===== src/rtl/cvs_pkg.sv =====
package cvs_pkg;
  typedef enum logic {
    ST_IDLE  = 1'b0,
    ST_SWEEP = 1'b1
  } sweep_state_e;
endpackage


===== src/rtl/cvs_free_pick.sv =====
// Rotating first-match search starting at the hand position.
module cvs_free_pick #(
  parameter int N_FRAMES = 8,
  parameter int IDX_W    = 3
) (
  input  logic [N_FRAMES-1:0] cand_i,
  input  logic [IDX_W-1:0]    start_i,
  output logic                found_o,
  output logic [IDX_W-1:0]    idx_o
);
  always_comb begin
    found_o = 1'b0;
    idx_o   = start_i;
    // descend so the smallest distance from start wins
    for (int k = N_FRAMES - 1; k >= 0; k--) begin
      int pos;
      pos = int'(start_i) + k;
      if (pos >= N_FRAMES) pos = pos - N_FRAMES;
      if (cand_i[pos]) begin
        found_o = 1'b1;
        idx_o   = pos[IDX_W-1:0];
      end
    end
  end
endmodule


===== src/rtl/cvs_frame_bits.sv =====
// Per-frame valid/referenced/dirty bits; set beats clear.
module cvs_frame_bits #(
  parameter int N_FRAMES = 8
) (
  input  logic                clk_i,
  input  logic                rst_ni,
  input  logic [N_FRAMES-1:0] valid_set_i,
  input  logic [N_FRAMES-1:0] ref_set_i,
  input  logic [N_FRAMES-1:0] ref_clr_i,
  input  logic [N_FRAMES-1:0] dirty_set_i,
  input  logic [N_FRAMES-1:0] dirty_clr_i,
  output logic [N_FRAMES-1:0] valid_o,
  output logic [N_FRAMES-1:0] ref_o,
  output logic [N_FRAMES-1:0] dirty_o
);
  for (genvar g = 0; g < N_FRAMES; g++) begin : g_frame
    always_ff @(posedge clk_i or negedge rst_ni) begin
      if (!rst_ni) begin
        valid_o[g] <= 1'b0;
        ref_o[g]   <= 1'b0;
        dirty_o[g] <= 1'b0;
      end else begin
        if (valid_set_i[g]) valid_o[g] <= 1'b1;
        if (ref_set_i[g])        ref_o[g] <= 1'b1;
        else if (ref_clr_i[g])   ref_o[g] <= 1'b0;
        if (dirty_set_i[g])      dirty_o[g] <= 1'b1;
        else if (dirty_clr_i[g]) dirty_o[g] <= 1'b0;
      end
    end
  end
endmodule


===== src/rtl/clock_victim_sel.sv =====
module clock_victim_sel #(
  parameter int N_FRAMES = 8,
  localparam int IDX_W   = (N_FRAMES > 1) ? $clog2(N_FRAMES) : 1
) (
  input  logic                clk_i,
  input  logic                rst_ni,
  input  logic                ref_valid_i,
  input  logic [IDX_W-1:0]    ref_idx_i,
  input  logic                ref_write_i,
  input  logic                fill_valid_i,
  input  logic [IDX_W-1:0]    fill_idx_i,
  input  logic [N_FRAMES-1:0] lock_mask_i,
  input  logic                fault_req_i,
  output logic                busy_o,
  output logic                done_o,
  output logic [IDX_W-1:0]    victim_idx_o,
  output logic                victim_dirty_o,
  output logic                victim_free_o,
  output logic                no_victim_o
);
  import cvs_pkg::*;

  localparam logic [IDX_W-1:0] LAST_IDX = IDX_W'(N_FRAMES - 1);

  function automatic logic [N_FRAMES-1:0] onehot(input logic [IDX_W-1:0] i);
    return {{(N_FRAMES-1){1'b0}}, 1'b1} << i;
  endfunction

  function automatic logic [IDX_W-1:0] step(input logic [IDX_W-1:0] i);
    return (i == LAST_IDX) ? '0 : i + 1'b1;
  endfunction

  sweep_state_e      state_q;
  logic [IDX_W-1:0]  hand_q;
  logic [IDX_W-1:0]  lock_run_q;

  logic [N_FRAMES-1:0] valid_w, ref_w, dirty_w;
  logic [N_FRAMES-1:0] valid_set, ref_set, ref_clr, dirty_set, dirty_clr;

  logic              free_found;
  logic [IDX_W-1:0]  free_idx;

  logic              pick_now, pick_free, err_now, adv_now, clear_now, start_sweep;
  logic [IDX_W-1:0]  pick_idx;

  cvs_free_pick #(.N_FRAMES(N_FRAMES), .IDX_W(IDX_W)) u_free (
    .cand_i  (~valid_w & ~lock_mask_i),
    .start_i (hand_q),
    .found_o (free_found),
    .idx_o   (free_idx)
  );

  cvs_frame_bits #(.N_FRAMES(N_FRAMES)) u_bits (
    .clk_i       (clk_i),
    .rst_ni      (rst_ni),
    .valid_set_i (valid_set),
    .ref_set_i   (ref_set),
    .ref_clr_i   (ref_clr),
    .dirty_set_i (dirty_set),
    .dirty_clr_i (dirty_clr),
    .valid_o     (valid_w),
    .ref_o       (ref_w),
    .dirty_o     (dirty_w)
  );

  // selection decision
  always_comb begin
    pick_now    = 1'b0;
    pick_free   = 1'b0;
    pick_idx    = hand_q;
    err_now     = 1'b0;
    adv_now     = 1'b0;
    clear_now   = 1'b0;
    start_sweep = 1'b0;
    unique case (state_q)
      ST_IDLE: begin
        if (fault_req_i) begin
          if (free_found) begin
            pick_now  = 1'b1;
            pick_free = 1'b1;
            pick_idx  = free_idx;
          end else begin
            start_sweep = 1'b1;
          end
        end
      end
      ST_SWEEP: begin
        if (lock_mask_i[hand_q]) begin
          adv_now = 1'b1;
          err_now = (lock_run_q == LAST_IDX);
        end else if (valid_w[hand_q] && ref_w[hand_q]) begin
          adv_now   = 1'b1;
          clear_now = 1'b1;
        end else begin
          pick_now  = 1'b1;
          pick_free = ~valid_w[hand_q];
        end
      end
      default: ;
    endcase
  end

  // bit update vectors; accesses and fills win over sweep clears
  always_comb begin
    valid_set = '0;
    ref_set   = '0;
    ref_clr   = '0;
    dirty_set = '0;
    dirty_clr = '0;
    if (pick_now) begin
      valid_set |= onehot(pick_idx);
      ref_clr   |= onehot(pick_idx);
      dirty_clr |= onehot(pick_idx);
    end
    if (clear_now) ref_clr |= onehot(hand_q);
    if (ref_valid_i) begin
      ref_set |= onehot(ref_idx_i);
      if (ref_write_i) dirty_set |= onehot(ref_idx_i);
    end
    if (fill_valid_i) begin
      valid_set |= onehot(fill_idx_i);
      ref_set   |= onehot(fill_idx_i);
      dirty_clr |= onehot(fill_idx_i);
    end
  end

  always_ff @(posedge clk_i or negedge rst_ni) begin
    if (!rst_ni) begin
      state_q        <= ST_IDLE;
      hand_q         <= '0;
      lock_run_q     <= '0;
      done_o         <= 1'b0;
      victim_idx_o   <= '0;
      victim_dirty_o <= 1'b0;
      victim_free_o  <= 1'b0;
      no_victim_o    <= 1'b0;
    end else begin
      done_o <= 1'b0;
      if (start_sweep) begin
        state_q    <= ST_SWEEP;
        lock_run_q <= '0;
      end
      if (pick_now) begin
        state_q        <= ST_IDLE;
        hand_q         <= step(pick_idx);
        done_o         <= 1'b1;
        victim_idx_o   <= pick_idx;
        victim_dirty_o <= pick_free ? 1'b0 : dirty_w[pick_idx];
        victim_free_o  <= pick_free;
        no_victim_o    <= 1'b0;
      end else if (adv_now) begin
        hand_q <= step(hand_q);
        if (clear_now) lock_run_q <= '0;
        else           lock_run_q <= lock_run_q + 1'b1;
        if (err_now) begin
          state_q        <= ST_IDLE;
          done_o         <= 1'b1;
          no_victim_o    <= 1'b1;
          victim_free_o  <= 1'b0;
          victim_dirty_o <= 1'b0;
        end
      end
    end
  end

  assign busy_o = (state_q == ST_SWEEP);

endmodule


===== config.mk =====
export PLATFORM = sky130hd
export DESIGN_NAME = clock_victim_sel
export DESIGN_NICKNAME = d
export VERILOG_FILES = /design/src/rtl/cvs_pkg.sv /design/src/rtl/cvs_free_pick.sv /design/src/rtl/cvs_frame_bits.sv /design/src/rtl/clock_victim_sel.sv
export SDC_FILE = /design/constraint.sdc
export NUM_CORES = 1
export LEC_CHECK = 0
export BUFFER_PORTS_ARGS = -buffer_cell sky130_fd_sc_hd__buf_4
export CAP_MARGIN = 20
export CELL_PAD_IN_SITES_DETAIL_PLACEMENT = 0
export CELL_PAD_IN_SITES_GLOBAL_PLACEMENT = 1
export CORE_MARGIN = 2
export CORE_UTILIZATION = 48
export DETAILED_ROUTE_END_ITERATION = 7
export MAX_ROUTING_LAYER = met4
export PLACE_DENSITY = 0.8
export SYNTH_ARGS = -nofsm -noshare
export SYNTH_HDL_FRONTEND = slang
export SYNTH_HIERARCHICAL = 1
export SYNTH_SLANG_ARGS = --single-unit

===== constraint.sdc =====
create_clock -name clk_i -period 5 [get_ports clk_i]
set_input_delay 0.5 -clock clk_i [delete_from_list [all_inputs] [get_ports clk_i]]
set_output_delay 0.5 -clock clk_i [all_outputs]
set_load 0.01 [all_outputs]

## Word-level counts from Yosys, hierarchy flattened

Index checks and enable logic that the tools add are counted.

| storage, ports and cells | value |
|---|---|
| bits in registers | 38 |
| bits of input ports | 20 |
| output and inout bits | 8 |
| logic and storage cells | 242 |

| cells by class | value |
|---|---|
| add/subtract/negate cells | 18 |
| magnitude comparators | 18 |
| equal/unequal tests | 3 |
| shifts and indexed selects | 4 |
| multiplexer cells | 139 |
| bitwise logic cells | 8 |
| reduce and logical (&&, ||, !) cells | 20 |

Operators by type and width:

| kind | count |
|---|---|
| less-than comparator 32 x 5 -> 1 bit (second input constant) | 8 |
| 2-to-1 mux 32 bit | 8 |
| >= comparator 32 x 5 -> 1 bit (second input constant) | 7 |
| subtractor 32 x 5 -> 32 bit (second input constant) | 7 |
| 2-to-1 mux 1 bit | 91 |
| 2-to-1 mux 3 bit | 19 |
| 2-to-1 mux 8 bit | 7 |
| binary-select mux 1 bit (select 3 bit) | 12 |
| nonzero test 2 bit | 18 |
| << shifter 1 x 3 -> 8 bit (first input constant) | 4 |
| OR 8 bit | 3 |
| adder 3 x 3 -> 4 bit (second input constant) | 4 |
| NOT 8 bit | 2 |
| adder 3 x 1 -> 3 bit (second input constant) | 3 |
| == test 3 bit (second input constant) | 3 |
| adder 3 x 2 -> 4 bit (second input constant) | 2 |
| bitwise AND 8 bit | 1 |
| less-than comparator 3 x 4 -> 1 bit (second input constant) | 2 |
| subtractor 3 x 4 -> 5 bit (second input constant) | 1 |
| adder 3 x 1 -> 4 bit (second input constant) | 1 |
| >= comparator 3 x 4 -> 1 bit (second input constant) | 1 |
| one-hot mux 1 bit (2 select lines) | 2 |
| NOT 1 bit | 2 |
| AND reduction 2 bit | 1 |
| logical AND 1 bit | 1 |

## Depth between registers and ports, before layout

Gate-level depths: netlist (run 1).

| depth | value |
|---|---|
| depth after elaboration | 23 |
| gate-level depth with buffers | 18 |
| gate-level depth less buffers | 16 |

## Cells and area by module

The synthesis (run 1) kept the hierarchy.

Modules (own cells, without submodules):

| module | instances | cells an instance | area an instance (um^2) | seq. area each (um^2) |
|---|---|---|---|---|
| clock_victim_sel | 1 | 180 | 1689.1 | 350.3 |
| cvs_frame_bits | 1 | 64 | 830.8 | 600.6 |
| cvs_free_pick | 1 | 92 | 790.8 | 0.0 |

## Worst setup path after synthesis (run 1)

No wires, ideal clock.

| timing path | value |
|---|---|
| kind | flip-flop to flip-flop |
| start point | reg hand_q[0] |
| end point | reg hand_q[2] |
| library setup time | 0.092 ns |
| arrival | 3.923 ns |
| data required time | 4.908 ns |
| setup slack | 0.985 ns |
| cell stages (with the launch flop) | 14 |
| buffers on the path | 2 |
| clock period less this slack | 4.015 ns |
| path through | dfrtp_1 > buf_6 > buf_2 > inv_2 > ha_1 > mux4_2 > mux2_4 > or4_1 > o31a_1 > mux2_2 > ha_1 > ha_1 > mux2_2 > o221ai_1 |

| between the ends | value |
|---|---|
| cells in the longest elaborated chain, start to end | 20 |
| elaborated cells on any way between the ends | 98 |
| those cells by class | 17 x add/sub; 8 x order compare; 2 x eq/ne; 69 x mux; 2 x reduce/logical |

RTL lines:

| element | RTL line | text |
|---|---|---|
| start, declared | clock_victim_sel.sv:34 | `logic [IDX_W-1:0] hand_q;` |
| start signal, assigned | clock_victim_sel.sv:145 | `hand_q <= step(pick_idx);` |
| start signal, assigned | clock_victim_sel.sv:152 | `hand_q <= step(hand_q);` |
| adder 3 x 3 -> 4 bit | cvs_free_pick.sv:17 | `pos = int'(start_i) + k;` |
| subtractor 32 x 5 -> 32 bit / >= comparator 32 x 5 -> 1 bit (equally long branches) | cvs_free_pick.sv:18 | `if (pos >= N_FRAMES) pos = pos - N_FRAMES;` |
| 2-to-1 mux 32 bit | cvs_free_pick.sv:18 |  |
| binary-select mux 1 bit (select 3 bit) | cvs_free_pick.sv:19 | `if (cand_i[pos]) begin` |
| 2-to-1 mux 1 bit (not written as such) (2 in series) | cvs_free_pick.sv:19 |  |
| 2-to-1 mux 3 bit (7 in series) | cvs_free_pick.sv:19 |  |
| 2-to-1 mux 3 bit * | cvs_free_pick.sv:19 |  |
| via free_idx[1] | clock_victim_sel.sv:41 | `logic [IDX_W-1:0] free_idx;` |
| 2-to-1 mux 3 bit * | clock_victim_sel.sv:78 | `if (free_found) begin` |
| 2-to-1 mux 3 bit * | clock_victim_sel.sv:77 | `if (fault_req_i) begin` |
| 2-to-1 mux 3 bit * | clock_victim_sel.sv:75 | `unique case (state_q)` |
| via pick_idx[1] | clock_victim_sel.sv:44 | `logic [IDX_W-1:0] pick_idx;` |
| adder 3 x 1 -> 3 bit / == test 3 bit (equally long branches) | clock_victim_sel.sv:30 | `return (i == LAST_IDX) ? '0 : i + 1'b1;` |
| 2-to-1 mux 3 bit * | clock_victim_sel.sv:30 |  |
| 2-to-1 mux 3 bit * | clock_victim_sel.sv:143 | `if (pick_now) begin` |

Mark *: on every way through the listed nets, which the timed path passes. The rest lies on a longest branch. The select of a mux whose other input is x is not followed.
A chain may end at the register's enable or synchronous reset.

## Final worst setup path (run 1)

| timing path | value |
|---|---|
| start point | reg hand_q[0] |
| end point | reg u_bits.dirty_o[7] |

| between the ends | value |
|---|---|
| cells in the longest elaborated chain, start to end | 22 |
| elaborated cells on any way between the ends | 91 |
| those cells by class | 15 x add/sub; 8 x order compare; 1 x shift; 64 x mux; 1 x bitwise; 2 x reduce/logical |

RTL lines:

| element | RTL line | text |
|---|---|---|
| adder 3 x 3 -> 4 bit | cvs_free_pick.sv:17 |  |
| subtractor 32 x 5 -> 32 bit / >= comparator 32 x 5 -> 1 bit (equally long branches) | cvs_free_pick.sv:18 |  |
| 2-to-1 mux 32 bit | cvs_free_pick.sv:18 |  |
| binary-select mux 1 bit (select 3 bit) | cvs_free_pick.sv:19 |  |
| 2-to-1 mux 1 bit (not written as such) (2 in series) | cvs_free_pick.sv:19 |  |
| 2-to-1 mux 3 bit (7 in series) | cvs_free_pick.sv:19 |  |
| 2-to-1 mux 3 bit * | cvs_free_pick.sv:19 |  |
| via free_idx[2] | clock_victim_sel.sv:41 |  |
| (+2 left out) | n/a |  |
| 2-to-1 mux 3 bit * | clock_victim_sel.sv:75 |  |
| via pick_idx[2] | clock_victim_sel.sv:44 |  |
| << shifter 1 x 3 -> 8 bit * | clock_victim_sel.sv:26 | `return {{(N_FRAMES-1){1'b0}}, 1'b1} << i;` |
| 2-to-1 mux 8 bit * | clock_victim_sel.sv:110 | `if (pick_now) begin` |
| OR 8 bit | clock_victim_sel.sv:123 | `dirty_clr \|= onehot(fill_idx_i);` |
| 2-to-1 mux 8 bit * | clock_victim_sel.sv:120 | `if (fill_valid_i) begin` |
| via dirty_clr[7] | clock_victim_sel.sv:38 | `logic [N_FRAMES-1:0] valid_set, ref_set, ref_clr, dirty_set, dirty_clr;` |
| nonzero test 2 bit (no source line) * | n/a |  |
| end signal, assigned by index | cvs_frame_bits.sv:21 | `dirty_o[g] <= 1'b0;` |
| end signal, assigned by index | cvs_frame_bits.sv:26 | `if (dirty_set_i[g]) dirty_o[g] <= 1'b1;` |
| end signal, assigned by index | cvs_frame_bits.sv:27 | `else if (dirty_clr_i[g]) dirty_o[g] <= 1'b0;` |
| end, declared | cvs_frame_bits.sv:14 | `output logic [N_FRAMES-1:0] dirty_o` |

Marked as above.

==> metrics.txt, run 1 <==
Initial Util=49.3%; Hold Buf Count CTS=0; Leakage=1.52 nW; main combinational cell family by area after synthesis=multiplexers; WP data arrival=4.15 ns; M1 GR Usage=32.1%; maximum vdd drop=0.278 mV; Post-synth EDFFs=0; Top FF cell, synth=dfrtp_1; drt drc=0; Hold Fails Final Rpt=0; max incr delay on CP=0.64 ns; syn avg cell area=9.85 um2; first-pass GRT wire length=13800 um; most frequent cells in the layout=38 x dfrtp_1, 32 x nor2_1, 30 x buf_4; routability cong.=0.944; actual slew at the worst max-slew pin=0.780 ns; final wirelength=8220 um; n_diodes=0; final-report max-slew violation count=0; Post-Synth Adder-Cell Area=6.05%; Cell Rows=30; Crit. End Element=flip-flop; H-Tree Depth=2; Vias/cell=6.16; pin count of the biggest net entering global routing=39; Required @ worst endpoint=5.19 ns; IO Pins=28; xor/xnor cell area share of the yosys netlist=1.06%; CP max stage cell=mux4_2; Post-CTS Setup Inserts=0; simple-gate share of the synthesized area=15.5%; pwr dens=580 nW/um2; crit-path max FO=30; DRT iter0 DRCs=188; vias in the first global route=2687; Clock transition at path regs=0.07 ns; Final Net Count=397; via count=2717; Cell Chain, Critical Path=buf_4, mux4_2, a22oi_1, nor2_1, a211oi_1, nor3_1, o31ai_1, mux2i_1, inv_2, ha_1, o2bb2ai_1, inv_1, a21o_1; Syn Inst Count=336; flops & latches, synth=38; FFs w/ async S/R, synth=100%; Pwr Total=2.11 mW; clk_lat worst skew=0.29 ns; Compound-Gate Fraction of Synth Area=20.3%; hold crit path type=in2async; status=completed; yosys warns=6; Post-Layout Cell Count=441; ANT nets after route=0; core area=6720 um2; antenna violations before repair=0; Achievable Freq=0.252 GHz; CTS tree=done; Seq/Total Area, Yosys=28.7%; # resized after CTS=0; drt first pass iters=5; Buffers on Ports=27; area delta synth->final=9.79%; # setup viols final=0; GR Layer Usage met3=3.03%; clock root buffer=clkbuf_8; clk_skew=0.0131 ns; DP Wirelength=6240 um; Die X=87.1 um; DR WL/cell=18.6 um; RSZ-0062 raised after global routing=false; Yosys top cell by area=dfrtp_1; GRT Max-Usage Layer=met2; clock sinks=38; post-route minimum period=3.96 ns; synth unique cells=59; Die H=87.1 um; gr usage total=23.8%; crit start category=flip-flop; gr ovfl total=0; post-synthesis mux area share=22.7%; Syn Nets=372; area of the die=7580 um2; Cells after DPL=434; layout cells sized above 1=21.3%; Setup CP Type=reg2reg; Post-Syn Area=3310 um2; final core occ=54.1%; CTS max path bufs=2; met2 global-route usage=35.8%; Num CTS Buffers=5; commonest non-fill, non-tap cell in the layout=dfrtp_1; post-synth top area share=28.7%; Cell Area, Placed=3550 um2; period utilisation layout=79.3%; Worst slew margin=48.0%; Setup TNS=0 ns; top post-synthesis cells by area=dfrtp_1 29%, mux4_2 9.5%, ha_1 6.0%; cell area after layout=3630 um2; max-cap check violation count=0
[final timing paths]
check | startpoint | to | slack, ns | cells after the start
worst min-delay path | rst_ni | done_o | 0.16 | 1
max in group asynchronous | rst_ni | hand_q[0] | 4.48 | 1
min in group clk_i | u_bits/ref_o[5] | u_bits/ref_o[5] | 0.48 | 1
worst max-delay path | hand_q[0] | u_bits/dirty_o[7] | 1.04 | 13
worst min register to register | u_bits/ref_o[5] | u_bits/ref_o[5] | 0.48 | 1
worst max register to register | hand_q[0] | u_bits/dirty_o[7] | 1.04 | 13
[where the power goes]
part           total [mW]  switching [mW]  internal (mW)  leakage [nW]
registers           0.513          0.0912          0.422         0.436
logic                1.39           0.776          0.616          1.04
clock network       0.203           0.107         0.0957        0.0373
total                2.11           0.974           1.13          1.52
[critical path: cells and delay by family, from the launching register on]
family | cells | cell delay [ns]
buffers and inverters | 3 | 0.71
AOI/OAI and AO/OA | 5 | 1.29
and+or+nand+nor | 2 | 0.16
muxes | 2 | 1.08
DFF | 1 | 0.36
adders and majority gates | 1 | 0.26
[final cells by class]
type | count | area (um2)
Inverter | 29 | 109
Timing Repair Buffer | 30 | 225
Multi-Input combinational cell | 257 | 2170
Clock buffer | 6 | 72.6
Sequential cell | 38 | 951
Tap cell | 80 | 100
Clock inverter | 1 | 7.51
Fill cell | 617 | 3080
[Yosys cell counts, drive strengths merged, types with 3 or more instances]
master and n:
mux2i 17, mux4 16, nand3b 5, a21oi 7
and2 4, o31ai 6, o21a 3, nand3 7
a31oi 3, inv 28, o22ai 3, dfrtp 38
mux2 14, a211oi 4, or2 9, nor2 32
a21o 16, nor4 3, nand2b 4, ha 16
o21ai 16, buf 9, nand2 22, clkbuf 3
xnor2 4, a32o 8, nor2b 7
[routing by layer]
layer / share of wire [%] / wire [um]
met1: 45 / 3730
met2: 46 / 3810
met3: 4.4 / 363
met4: 3.9 / 322
met5: 0 / 0
[registers in the layout, summed over array words and instances, names as in the netlist]
name and cells:
no_victim_o 1, u_bits/ref_o 8, u_bits/valid_o 8, hand_q 3, busy_o 1, lock_run_q 3, victim_dirty_o 1, victim_idx_o 3
u_bits/dirty_o 8, done_o 1, victim_free_o 1
[per-stage QoR]
step / worst slack, ns / hold slack, ns
finish: 1.04 / 0.163
global route: 0.805 / 0.205
CTS: 1.06 / 0.179
detailed placement: 1.06 / 0.468
global placement: 1.07 / 0.458
floorplan: 0.985 / 0.204
[cell families after synthesis]
| kind of cell | Yosys count |
|---|---|
| flops | 38 |
| xor+xnor | 4 |
| buf+inv | 41 |
| compound gates | 88 |
| simple gates | 102 |
| fa+ha+maj | 16 |
| mux | 47 |
No activity file was read; power rests on OpenSTA's default activity.
==> inputs of run 2 (changes only) <==
--- a/config.mk
+++ b/config.mk
@@ -10,10 +10,10 @@
 export CELL_PAD_IN_SITES_DETAIL_PLACEMENT = 0
 export CELL_PAD_IN_SITES_GLOBAL_PLACEMENT = 1
 export CORE_MARGIN = 2
-export CORE_UTILIZATION = 48
+export CORE_UTILIZATION = 43
 export DETAILED_ROUTE_END_ITERATION = 7
 export MAX_ROUTING_LAYER = met4
-export PLACE_DENSITY = 0.8
+export PLACE_DENSITY = 0.76
 export SYNTH_ARGS = -nofsm -noshare
 export SYNTH_HDL_FRONTEND = slang
 export SYNTH_HIERARCHICAL = 1
==> constraint.sdc (replaced) <==
create_clock -name clk_i -period 3.4 [get_ports clk_i]
set_input_delay 0.34 -clock clk_i [delete_from_list [all_inputs] [get_ports clk_i]]
set_output_delay 0.34 -clock clk_i [all_outputs]
set_load 0.01 [all_outputs]
==> run 2 against run 1 <==
The run now ends with negative hold slack, negative setup slack left. Sequential power grew 50%. Sequential cell count is the same. Fmax grew 9.7%. Via count grew 17%. Sequential share of layout area shrank 6.0 points. Combinational power grew 130%. First-iteration DRC count grew 1.6%.
==> metrics.txt, run 2 (same netlist as run 1, synthesis figures left out) <==
final wirelength=10600 um; pin count of the biggest net entering global routing=39; Leakage=2.07 nW; CP bufs+invs=2; CP max stage cell=or4_4; clock root buffer=clkbuf_8; pwr dens=916 nW/um2; most frequent cells in the layout=104 x buf_4, 36 x dfrtp_1, 32 x nor2_1; clk_lat worst skew=0.30 ns; drt drc=0; clk_skew=0.00999 ns; area delta synth->final=43.0%; post-route minimum period=3.61 ns; commonest non-fill, non-tap cell in the layout=buf_4; core area=7370 um2; Clock transition at path regs=0.09 ns; hold crit path type=in2async; Hold Fails Final Rpt=7; CTS max path bufs=2; Cell Area, Placed=4120 um2; DP Wirelength=7300 um; Worst slew margin=59.7%; antenna violations before repair=0; cell area after layout=4730 um2; gr usage total=25.0%; RSZ-0062 raised after global routing=true; gr ovfl total=0; Initial Util=44.9%; Die H=91.7 um; WP data arrival=3.84 ns; Cell Rows=31; final-report max-slew violation count=0; vias in the first global route=3167; Required @ worst endpoint=3.62 ns; Reg-to-Reg Start=hand_q[0]; layout cells sized above 1=45.9%; Pwr Total=4.34 mW; Achievable Freq=0.277 GHz; final setup margin=-0.212 ns; clock sinks=38; period utilisation layout=106%; Buffers on Ports=27; Crit. End Element=flip-flop; Hold WS=-0.00959 ns; Hold Buf Count CTS=0; Final Net Count=479; Largest regs=u_bits/dirty_o x8, u_bits/ref_o x8, u_bits/valid_o x8; area of the die=8420 um2; crit-path max FO=5; Num CTS Buffers=5; CTS tree=done; DRT iter0 DRCs=191; status=finished with violations; Reg2Reg Depth=12; max incr delay on CP=0.54 ns; failing checks=negative hold slack, negative setup slack; Vias/cell=5.87; routability cong.=0.924; max-cap check violation count=0; RR Endpoint=hand_q[2]; Crit path max-delay family=multiplexers; DR WL/cell=19.4 um; # setup viols final=27; drt first pass iters=4; ANT nets after route=0; Reg2Reg Setup Slack=-0.21 ns; Cell Chain, Critical Path=buf_12, inv_6, ha_4, mux4_2, mux2_4, or4_4, o31a_1, mux2_4, ha_4, ha_4, mux2_4, o221ai_2; n_diodes=0; Filler cells=581; Setup TNS=-3.48 ns; H-Tree Depth=2; Die X=91.7 um; final core occ=64.2%; actual slew at the worst max-slew pin=0.596 ns; crit start category=flip-flop; IO Pins=28; via count=3189; first-pass GRT wire length=16200 um; Setup CP Type=reg2reg; maximum vdd drop=0.536 mV
[run 2: changes by cell type in the layout (fill, tap and decap cells not counted), sizes merged]
cell    before  now
buf         30  112
clkinv       1    2
[run 2: routing by layer]
metal	up-vias	part of all wire, %	global-route usage, %
li1	1477	-	-
met1	1560	41	31.8
met2	114	50	39.6
met3	38	3.9	2.79
met4	0	4.9	12.6
met5	-	0	-
[run 2: worst reg2reg max path, delay by kind of cell (launching register included)]
kind | cells | cell delay [ns]
mux | 4 | 1.28
fa+ha+maj | 3 | 0.70
simple gates | 1 | 0.54
flops | 1 | 0.43
compound gates | 2 | 0.43
buf+inv | 2 | 0.16
[run 2: worst max path at each step]
stage / slack [ns] / cells past startpoint / from / to
floorplan: -0.09 / 13 / hand_q[0] / hand_q[2]
finish: -0.21 / 12 / hand_q[0] / hand_q[2]
detailed placement: -0.32 / 16 / hand_q[0] / u_bits/dirty_o[4]
global route: -0.28 / 13 / hand_q[0] / victim_dirty_o
CTS: -0.11 / 14 / hand_q[0] / u_bits/ref_o[2]
global placement: -0.26 / 18 / hand_q[0] / u_bits/dirty_o[6]
[run 2: cell type report]
class	count	area, um2	share of cell area (%)
multi-input combinational	257	2540	53.6
sequential	38	953	20.1
timing repair buffer	112	906	19.1
tap	99	124	2.62
inverter	29	119	2.51
clock buffer	6	82.6	1.74
clock inverter	2	12.5	0.264
[run 2: timing repair]
action                                  in CTS  in global routing
endpoints found under the setup margin      28                 28
setup buffers                               12                 12
pin swaps                                    7                 23
gates resized for setup                     37                 28
[run 2: power breakdown]
| group | switching (mW) | internal (mW) |
|---|---|---|
| combinational | 1.61 | 1.62 |
| clock | 0.179 | 0.163 |
| sequential | 0.144 | 0.623 |
| total | 1.93 | 2.40 |
[run 2: stage by stage]
step                      instances  worst slack (ns)
after floorplan                 336           -0.0946
after CTS                       533            -0.109
final                           543            -0.212
after detailed placement        513            -0.325
after global routing            543            -0.279
after global placement          513            -0.255
